**src/rtl/addrseg_pkg.sv**
```systemverilog
package addrseg_pkg;
  localparam int VA_W     = 64;
  localparam int PA_W     = 44;
  localparam int DIRECT_W = 29;
  localparam int CODE_W   = 5;

  localparam logic [CODE_W-1:0] EXC_ADDR_LOAD  = 5'd4;
  localparam logic [CODE_W-1:0] EXC_ADDR_STORE = 5'd5;

  typedef enum logic [1:0] {
    LVL_KERNEL = 2'b00,
    LVL_SUPER  = 2'b01,
    LVL_USER   = 2'b10
  } lvl_t;

  typedef struct packed {
    logic              use_tlb;
    logic              direct;
    logic              addr_err;
    logic [PA_W-1:0]   paddr;
    logic              writable;
    logic [CODE_W-1:0] code;
    logic              wide;
  } seg_rsp_t;
endpackage

```
**src/rtl/addrseg_priv.sv**
```systemverilog
module addrseg_priv
  import addrseg_pkg::*;
(
  input  logic [1:0] mode_priv,
  input  logic       mode_exc_lvl,
  input  logic       mode_err_lvl,
  input  logic       wide_user,
  input  logic       wide_super,
  input  logic       wide_kern,
  output logic       is_kernel,
  output logic       wide
);
  lvl_t lvl;

  always_comb begin
    if (mode_exc_lvl || mode_err_lvl) begin
      lvl = LVL_KERNEL;
    end else begin
      unique case (mode_priv)
        2'b00:   lvl = LVL_KERNEL;
        2'b01:   lvl = LVL_SUPER;
        default: lvl = LVL_USER;
      endcase
    end
  end

  always_comb begin
    unique case (lvl)
      LVL_KERNEL: wide = wide_kern;
      LVL_SUPER:  wide = wide_super;
      default:    wide = wide_user;
    endcase
  end

  assign is_kernel = (lvl == LVL_KERNEL);
endmodule

```
**src/rtl/addrseg_classify.sv**
```systemverilog
module addrseg_classify
  import addrseg_pkg::*;
#(
  parameter int VAW = VA_W,
  parameter int PAW = PA_W,
  parameter int DW  = DIRECT_W
) (
  input  logic [VAW-1:0] vaddr,
  input  logic           write,
  input  logic           is_kernel,
  output logic           use_tlb,
  output logic           direct,
  output logic           addr_err,
  output logic [PAW-1:0] paddr,
  output logic           writable,
  output logic [CODE_W-1:0] code
);
  localparam int HALF = VAW / 2;

  logic [VAW-1:0] ext;
  logic           low_seg;
  logic           xphys;
  logic           kwin;

  always_comb begin
    ext = vaddr;
    if (vaddr[VAW-1:HALF] == '0 && vaddr[HALF-1])
      ext[VAW-1:HALF] = '1;
  end

  assign xphys   = (vaddr[VAW-1:VAW-2] == 2'b10);
  assign low_seg = (vaddr[VAW-1:HALF-1] == '0);
  assign kwin    = (ext[VAW-1:HALF] == '1) && (ext[HALF-1:HALF-2] == 2'b10);

  always_comb begin
    use_tlb  = 1'b0;
    direct   = 1'b0;
    addr_err = 1'b0;
    paddr    = '0;
    writable = 1'b0;
    code     = '0;
    if (xphys) begin
      direct   = 1'b1;
      paddr    = vaddr[PAW-1:0];
      writable = 1'b1;
    end else if (low_seg) begin
      use_tlb = 1'b1;
    end else if (is_kernel) begin
      if (kwin) begin
        direct   = 1'b1;
        paddr    = {{(PAW-DW){1'b0}}, ext[DW-1:0]};
        writable = 1'b1;
      end else begin
        use_tlb = 1'b1;
      end
    end else begin
      addr_err = 1'b1;
      code     = write ? EXC_ADDR_STORE : EXC_ADDR_LOAD;
    end
  end
endmodule

```
**src/rtl/addrseg_outstage.sv**
```systemverilog
module addrseg_outstage
  import addrseg_pkg::*;
#(
  parameter bit REG_OUT = 1'b1
) (
  input  logic     clk,
  input  logic     rst_n,
  input  logic     in_valid,
  output logic     in_ready,
  input  seg_rsp_t in_data,
  output logic     out_valid,
  input  logic     out_ready,
  output seg_rsp_t out_data
);
  generate
    if (REG_OUT) begin : g_reg
      logic     q_valid;
      seg_rsp_t q_data;

      assign in_ready = !q_valid || out_ready;

      always_ff @(posedge clk) begin
        if (!rst_n) begin
          q_valid <= 1'b0;
          q_data  <= '0;
        end else if (in_ready) begin
          q_valid <= in_valid;
          if (in_valid) q_data <= in_data;
        end
      end

      assign out_valid = q_valid;
      assign out_data  = q_data;


      hold_on_stall_chk: assert property (@(posedge clk) disable iff (!rst_n)
        (q_valid && !out_ready) |=> (q_valid && $stable(q_data)));
    end else begin : g_pass
      assign out_valid = in_valid;
      assign in_ready  = out_ready;
      assign out_data  = in_data;
    end
  endgenerate
endmodule

```
**src/rtl/addrseg_decoder.sv**
```systemverilog
module addrseg_decoder
  import addrseg_pkg::*;
#(
  parameter bit REG_OUT = 1'b1
) (
  input  logic              clk,
  input  logic              rst_n,
  input  logic              req_valid,
  output logic              req_ready,
  input  logic [VA_W-1:0]   req_vaddr,
  input  logic              req_write,
  input  logic [1:0]        mode_priv,
  input  logic              mode_exc_lvl,
  input  logic              mode_err_lvl,
  input  logic              wide_user,
  input  logic              wide_super,
  input  logic              wide_kern,
  output logic              rsp_valid,
  input  logic              rsp_ready,
  output logic              rsp_use_tlb,
  output logic              rsp_direct,
  output logic [PA_W-1:0]   rsp_paddr,
  output logic              rsp_writable,
  output logic              rsp_addr_err,
  output logic [CODE_W-1:0] rsp_exc_code,
  output logic              rsp_wide
);
  logic     kern;
  logic     wide;
  seg_rsp_t comb_rsp;
  seg_rsp_t out_rsp;

  addrseg_priv u_priv (
    .mode_priv    (mode_priv),
    .mode_exc_lvl (mode_exc_lvl),
    .mode_err_lvl (mode_err_lvl),
    .wide_user    (wide_user),
    .wide_super   (wide_super),
    .wide_kern    (wide_kern),
    .is_kernel    (kern),
    .wide         (wide)
  );

  addrseg_classify u_cls (
    .vaddr     (req_vaddr),
    .write     (req_write),
    .is_kernel (kern),
    .use_tlb   (comb_rsp.use_tlb),
    .direct    (comb_rsp.direct),
    .addr_err  (comb_rsp.addr_err),
    .paddr     (comb_rsp.paddr),
    .writable  (comb_rsp.writable),
    .code      (comb_rsp.code)
  );

  assign comb_rsp.wide = wide;

  addrseg_outstage #(.REG_OUT(REG_OUT)) u_out (
    .clk       (clk),
    .rst_n     (rst_n),
    .in_valid  (req_valid),
    .in_ready  (req_ready),
    .in_data   (comb_rsp),
    .out_valid (rsp_valid),
    .out_ready (rsp_ready),
    .out_data  (out_rsp)
  );

  assign rsp_use_tlb  = out_rsp.use_tlb;
  assign rsp_direct   = out_rsp.direct;
  assign rsp_paddr    = out_rsp.paddr;
  assign rsp_writable = out_rsp.writable;
  assign rsp_addr_err = out_rsp.addr_err;
  assign rsp_exc_code = out_rsp.code;
  assign rsp_wide     = out_rsp.wide;


  one_outcome_chk: assert property (@(posedge clk) disable iff (!rst_n)
    rsp_valid |-> ($countones({rsp_use_tlb, rsp_direct, rsp_addr_err}) == 1));


  err_fields_chk: assert property (@(posedge clk) disable iff (!rst_n)
    (rsp_valid && rsp_addr_err) |->
      ((rsp_exc_code == EXC_ADDR_LOAD || rsp_exc_code == EXC_ADDR_STORE) &&
       !rsp_writable && rsp_paddr == '0));


  kernel_no_err_chk: assert property (@(posedge clk) disable iff (!rst_n)
    (req_valid && kern) |-> !comb_rsp.addr_err);


  low_seg_tlb_chk: assert property (@(posedge clk) disable iff (!rst_n)
    (req_valid && req_vaddr[VA_W-1:31] == '0) |-> comb_rsp.use_tlb);


  direct_writable_chk: assert property (@(posedge clk) disable iff (!rst_n)
    (rsp_valid && rsp_direct) |-> (rsp_writable && rsp_exc_code == '0));
endmodule

```
**config.mk**
```make
export PLATFORM = sky130hd
export DESIGN_NAME = addrseg_decoder
export DESIGN_NICKNAME = d
export VERILOG_FILES = /design/src/rtl/addrseg_pkg.sv /design/src/rtl/addrseg_priv.sv /design/src/rtl/addrseg_classify.sv /design/src/rtl/addrseg_outstage.sv /design/src/rtl/addrseg_decoder.sv
export SDC_FILE = /design/constraint.sdc
export NUM_CORES = 1
export LEC_CHECK = 0
export ABC_AREA = 1
export CORE_ASPECT_RATIO = 1.5
export CORE_MARGIN = 2
export CORE_UTILIZATION = 45
export DETAILED_ROUTE_END_ITERATION = 10
export DONT_BUFFER_PORTS = 1
export PLACE_DENSITY_LB_ADDON = 0.15
export SLEW_MARGIN = 20
export SYNTH_ARGS = -nofsm -noshare
export SYNTH_HDL_FRONTEND = slang
export SYNTH_SLANG_ARGS = --single-unit
```
**constraint.sdc**
```tcl
create_clock -name clk -period 3.1 [get_ports clk]
set_input_delay 0.62 -clock clk [delete_from_list [all_inputs] [get_ports clk]]
set_output_delay 0.62 -clock clk [all_outputs]
set_load 0.02 [all_outputs]
```
==> results summary <==
The via count of the first global-routing pass is around 2000. Setup violations remaining at the end of the flow were counted as 0. The ratio of final minimum period to clock period is 0.552. The max-slew violation count came out at 0. For this design the ratio of total power to cell area is just over 500 nW/um^2.

The biggest fanout along the worst timing path is 50. Sorting the synthesized cells by area gives the leading types as sky130_fd_sc_hd__dfxtp_1 44%, sky130_fd_sc_hd__nand2_1 15%, sky130_fd_sc_hd__a21oi_1 8.5%, sky130_fd_sc_hd__nand3_1 8.3%, sky130_fd_sc_hd__nor2_1 6.2%. The via count came out at between 1500 and 2000. The post-route DRC violation count came out at 0.

The pin count of the biggest net entering global routing is just over 50. The tree is rooted in a sky130_fd_sc_hd__clkbuf_8. The area added between synthesis and finish came out at 2.83%. The number of distinct library cells after synthesis came out at 19. STA classifies the critical path startpoint as a register. Dividing the detail-routed wire length by the instance count gives 14.8 microns. After clock tree synthesis, the flow added hold-fix buffers numbering 0. The final weighted congestion in routability-driven placement came out at roughly 0.76. For this run the aggregate overflow at the end of global routing stands at 0. The floorplan step set the die height to between 90 and 100 microns. The deepest level of the CTS H-tree came out at 2. Synthesis produced ~320 cells. The critical path start-end classification is register to register. For this run, the total global-route usage over all layers was measured as 0.198.

The area of the core came out at ~4900 sq um. In this run, the number of DRC markers left after iteration 0 of detailed routing was ~130. The clock tree from TritonCTS is done.

At the pin with the least slew margin, the transition time is a little under 600 ps. The critical path data arrival time came out at approximately 1900 ps. The yosys synthesis warning count came out at 0. The commonest non-fill, non-tap cell in the layout is sky130_fd_sc_hd__nand2_1.

The first global-routing pass estimated about 9100 microns of wire. The number of endpoints with negative hold slack in the final report is 0. The utilization after layout came out at 0.484. Across the routed clock network, the largest skew measured is ~4 ps. The number of antenna violations at the first check in global routing is 0.

The final-layout setup total negative slack came out at 0 ps. The biggest area contributor in the post-synthesis netlist is sky130_fd_sc_hd__dfxtp_1. The number of nets in the final layout came out at 382.

The worst endpoint required time is 3260 ps. The top cell types in the final layout, fill and taps aside, are 90 x sky130_fd_sc_hd__nand2_1, 50 x sky130_fd_sc_hd__dfxtp_1, 39 x sky130_fd_sc_hd__a21oi_1. The tree built by TritonCTS fans out to 50 sinks. The kind of cell adding the most delay to the critical path is simple AND/OR/NAND/NOR gates. The total wirelength of the detailed-routed design is 5530 microns. Dividing the synthesized area by the synthesized cell count gives 7.26 sq um. In this run the cell area of the synthesized design comes to 2300 sq um.

The worst voltage drop across the vdd grid is 0.169 mV. Once the clock tree was built, the resizer swapped 0 gates to a different size. The share of the yosys chip area belonging to registers is 0.435. Setup repair after global routing left no endpoint under its margin. The fraction of synthesized cell area taken by the top area cell type is 0.435. The static power due to leakage came out at between 0.0007 and 0.0008 uW. The count of max-cap constraint violations came out at 0.

The slowest stage of the critical path is the sky130_fd_sc_hd__dfxtp_1 cell. Summing all placed instances gives a cell area of 2270 sq um. The number of buffer and inverter stages on the critical path is 1. TritonCTS created 5 clock buffers. The worst slew margin relative to its limit is 0.613. The worst-case hold slack is 459 ps. The detailed placer's ending HPWL is approximately 3800 microns. The time the worst path needs with I/O delays and setup came out at between 1500 and 2000 ps. The diode insertion count for antenna repair is 0. 132 I/O pins were placed.

The share of cells above drive strength 1 is 0.114. The remaining antenna violation count came out at 0. On the worst path, the slowest cell contributes a delay of ~450 ps.

During placement, the flow inserted port buffers numbering 0. For this run, the top clock speed supported by timing is between 500 and 600 MHz. The post-CTS setup buffer count came out at 0. The run finished with clean final reports. The area of the die is roughly 5700 sq um.

The clock transition time at the flip-flop clock pins of the worst setup and hold paths is approximately 80 ps. STA classifies the critical path endpoint as a register. The number of standard-cell rows in the floorplan came out at 31. The register bit total from synthesis came out at 50. For this configuration, the core starts out at a cell density of 0.471.

The total iterations of the first detailed-routing run came out at 4. The critical path goes through nand2_1 -> nand2_2 -> buf_4 -> nor2_1 -> nand4_1 -> a21oi_1. With fillers left out, the area of the finished cells amounts to ~2400 sq um. The kind of path behind the tightest hold check is primary input to register.

The longest clock path from root to sink contains 2 buffers. Clock latency on the worst-skew pair, taken at its later pin, is slightly below 300 ps. The routed via count divided by cell count is roughly 5.3.

The die width is 62.4 microns.
## path summary, 6_finish.rpt
check                             startpoint                              end  slack, ps  depth (start not counted)
min                             req_vaddr[7]  u_out.out_data[14]$_SDFFE_PN0P_        460                          2
min reg2reg  u_out.out_data[23]$_SDFFE_PN0P_  u_out.out_data[23]$_SDFFE_PN0P_        570                          2
max reg2reg     u_out.out_valid$_SDFFE_PN0N_   u_out.out_data[1]$_SDFFE_PN0P_       1390                          6
max             u_out.out_valid$_SDFFE_PN0N_   u_out.out_data[1]$_SDFFE_PN0P_       1390                          6
## worst register-to-register path, stage by stage (launching register included)
cell                      delay [ps]
sky130_fd_sc_hd__dfxtp_1         450
sky130_fd_sc_hd__nand2_1         230
sky130_fd_sc_hd__nand2_2         130
sky130_fd_sc_hd__buf_4           440
sky130_fd_sc_hd__nor2_1          150
sky130_fd_sc_hd__nand4_1         120
sky130_fd_sc_hd__a21oi_1          60
## power by group
group          switching, uW  total, uW  internal (uW)
Combinational           78.9        110           31.3
Clock                    203        384            180
Sequential              36.0        696            660
Total                    318       1190            872
## Yosys cell counts, drive strengths merged
master  instances
nand3          49
nand4           2
conb            1
nand2          92
inv             9
or3b            1
nor2           38
o21ai           1
a21oi          49
buf            15
dfxtp          50
a41oi           1
clkbuf          9
## cell type report
cell class / count / area, sq um
fillers: 522 / 2520
multi-input cells: 236 / 1130
flip-flops and latches: 50 / 1000
clock buffers: 7 / 86.3
well taps: 66 / 82.6
inverters: 9 / 33.8
repair buffers: 4 / 30.0
clock inverters: 1 / 5.00
## per-layer routing
layer	share of wire	GRT usage	wire (microns)	vias up
li1	-	-	-	1005
met2	0.52	0.380	2890	87
met1	0.37	0.191	2030	879
met5	0	0	0	-
met4	0.019	0.0722	107	0
met3	0.089	0.0731	494	10
## sequential cells by signal, indices dropped and copies added, names as in the netlist
name             flops
u_out.out_data      49
u_out.out_valid      1
## through the flow
stage	cells	setup WS, ps	power, uW
3_5_place_dp	365	1190	825
6_report	373	1390	1190
5_1_grt	373	1250	1250
3_3_place_gp	365	1210	823
2_1_floorplan	319	1420	810
4_1_cts	373	1370	1210
## cell families (layout without fill, tap and decap cells)
family | after synthesis | in the layout | share of synthesized area
AND/OR/NAND/NOR | 182 | 182 | 0.355
AO/OA/AOI/OAI | 51 | 51 | 0.129
flip-flops | 50 | 50 | 0.435
buffers and inverters | 33 | 21 | 0.0794
other | 1 | 3 | 0.00163
(Power assumes the default switching activity.)
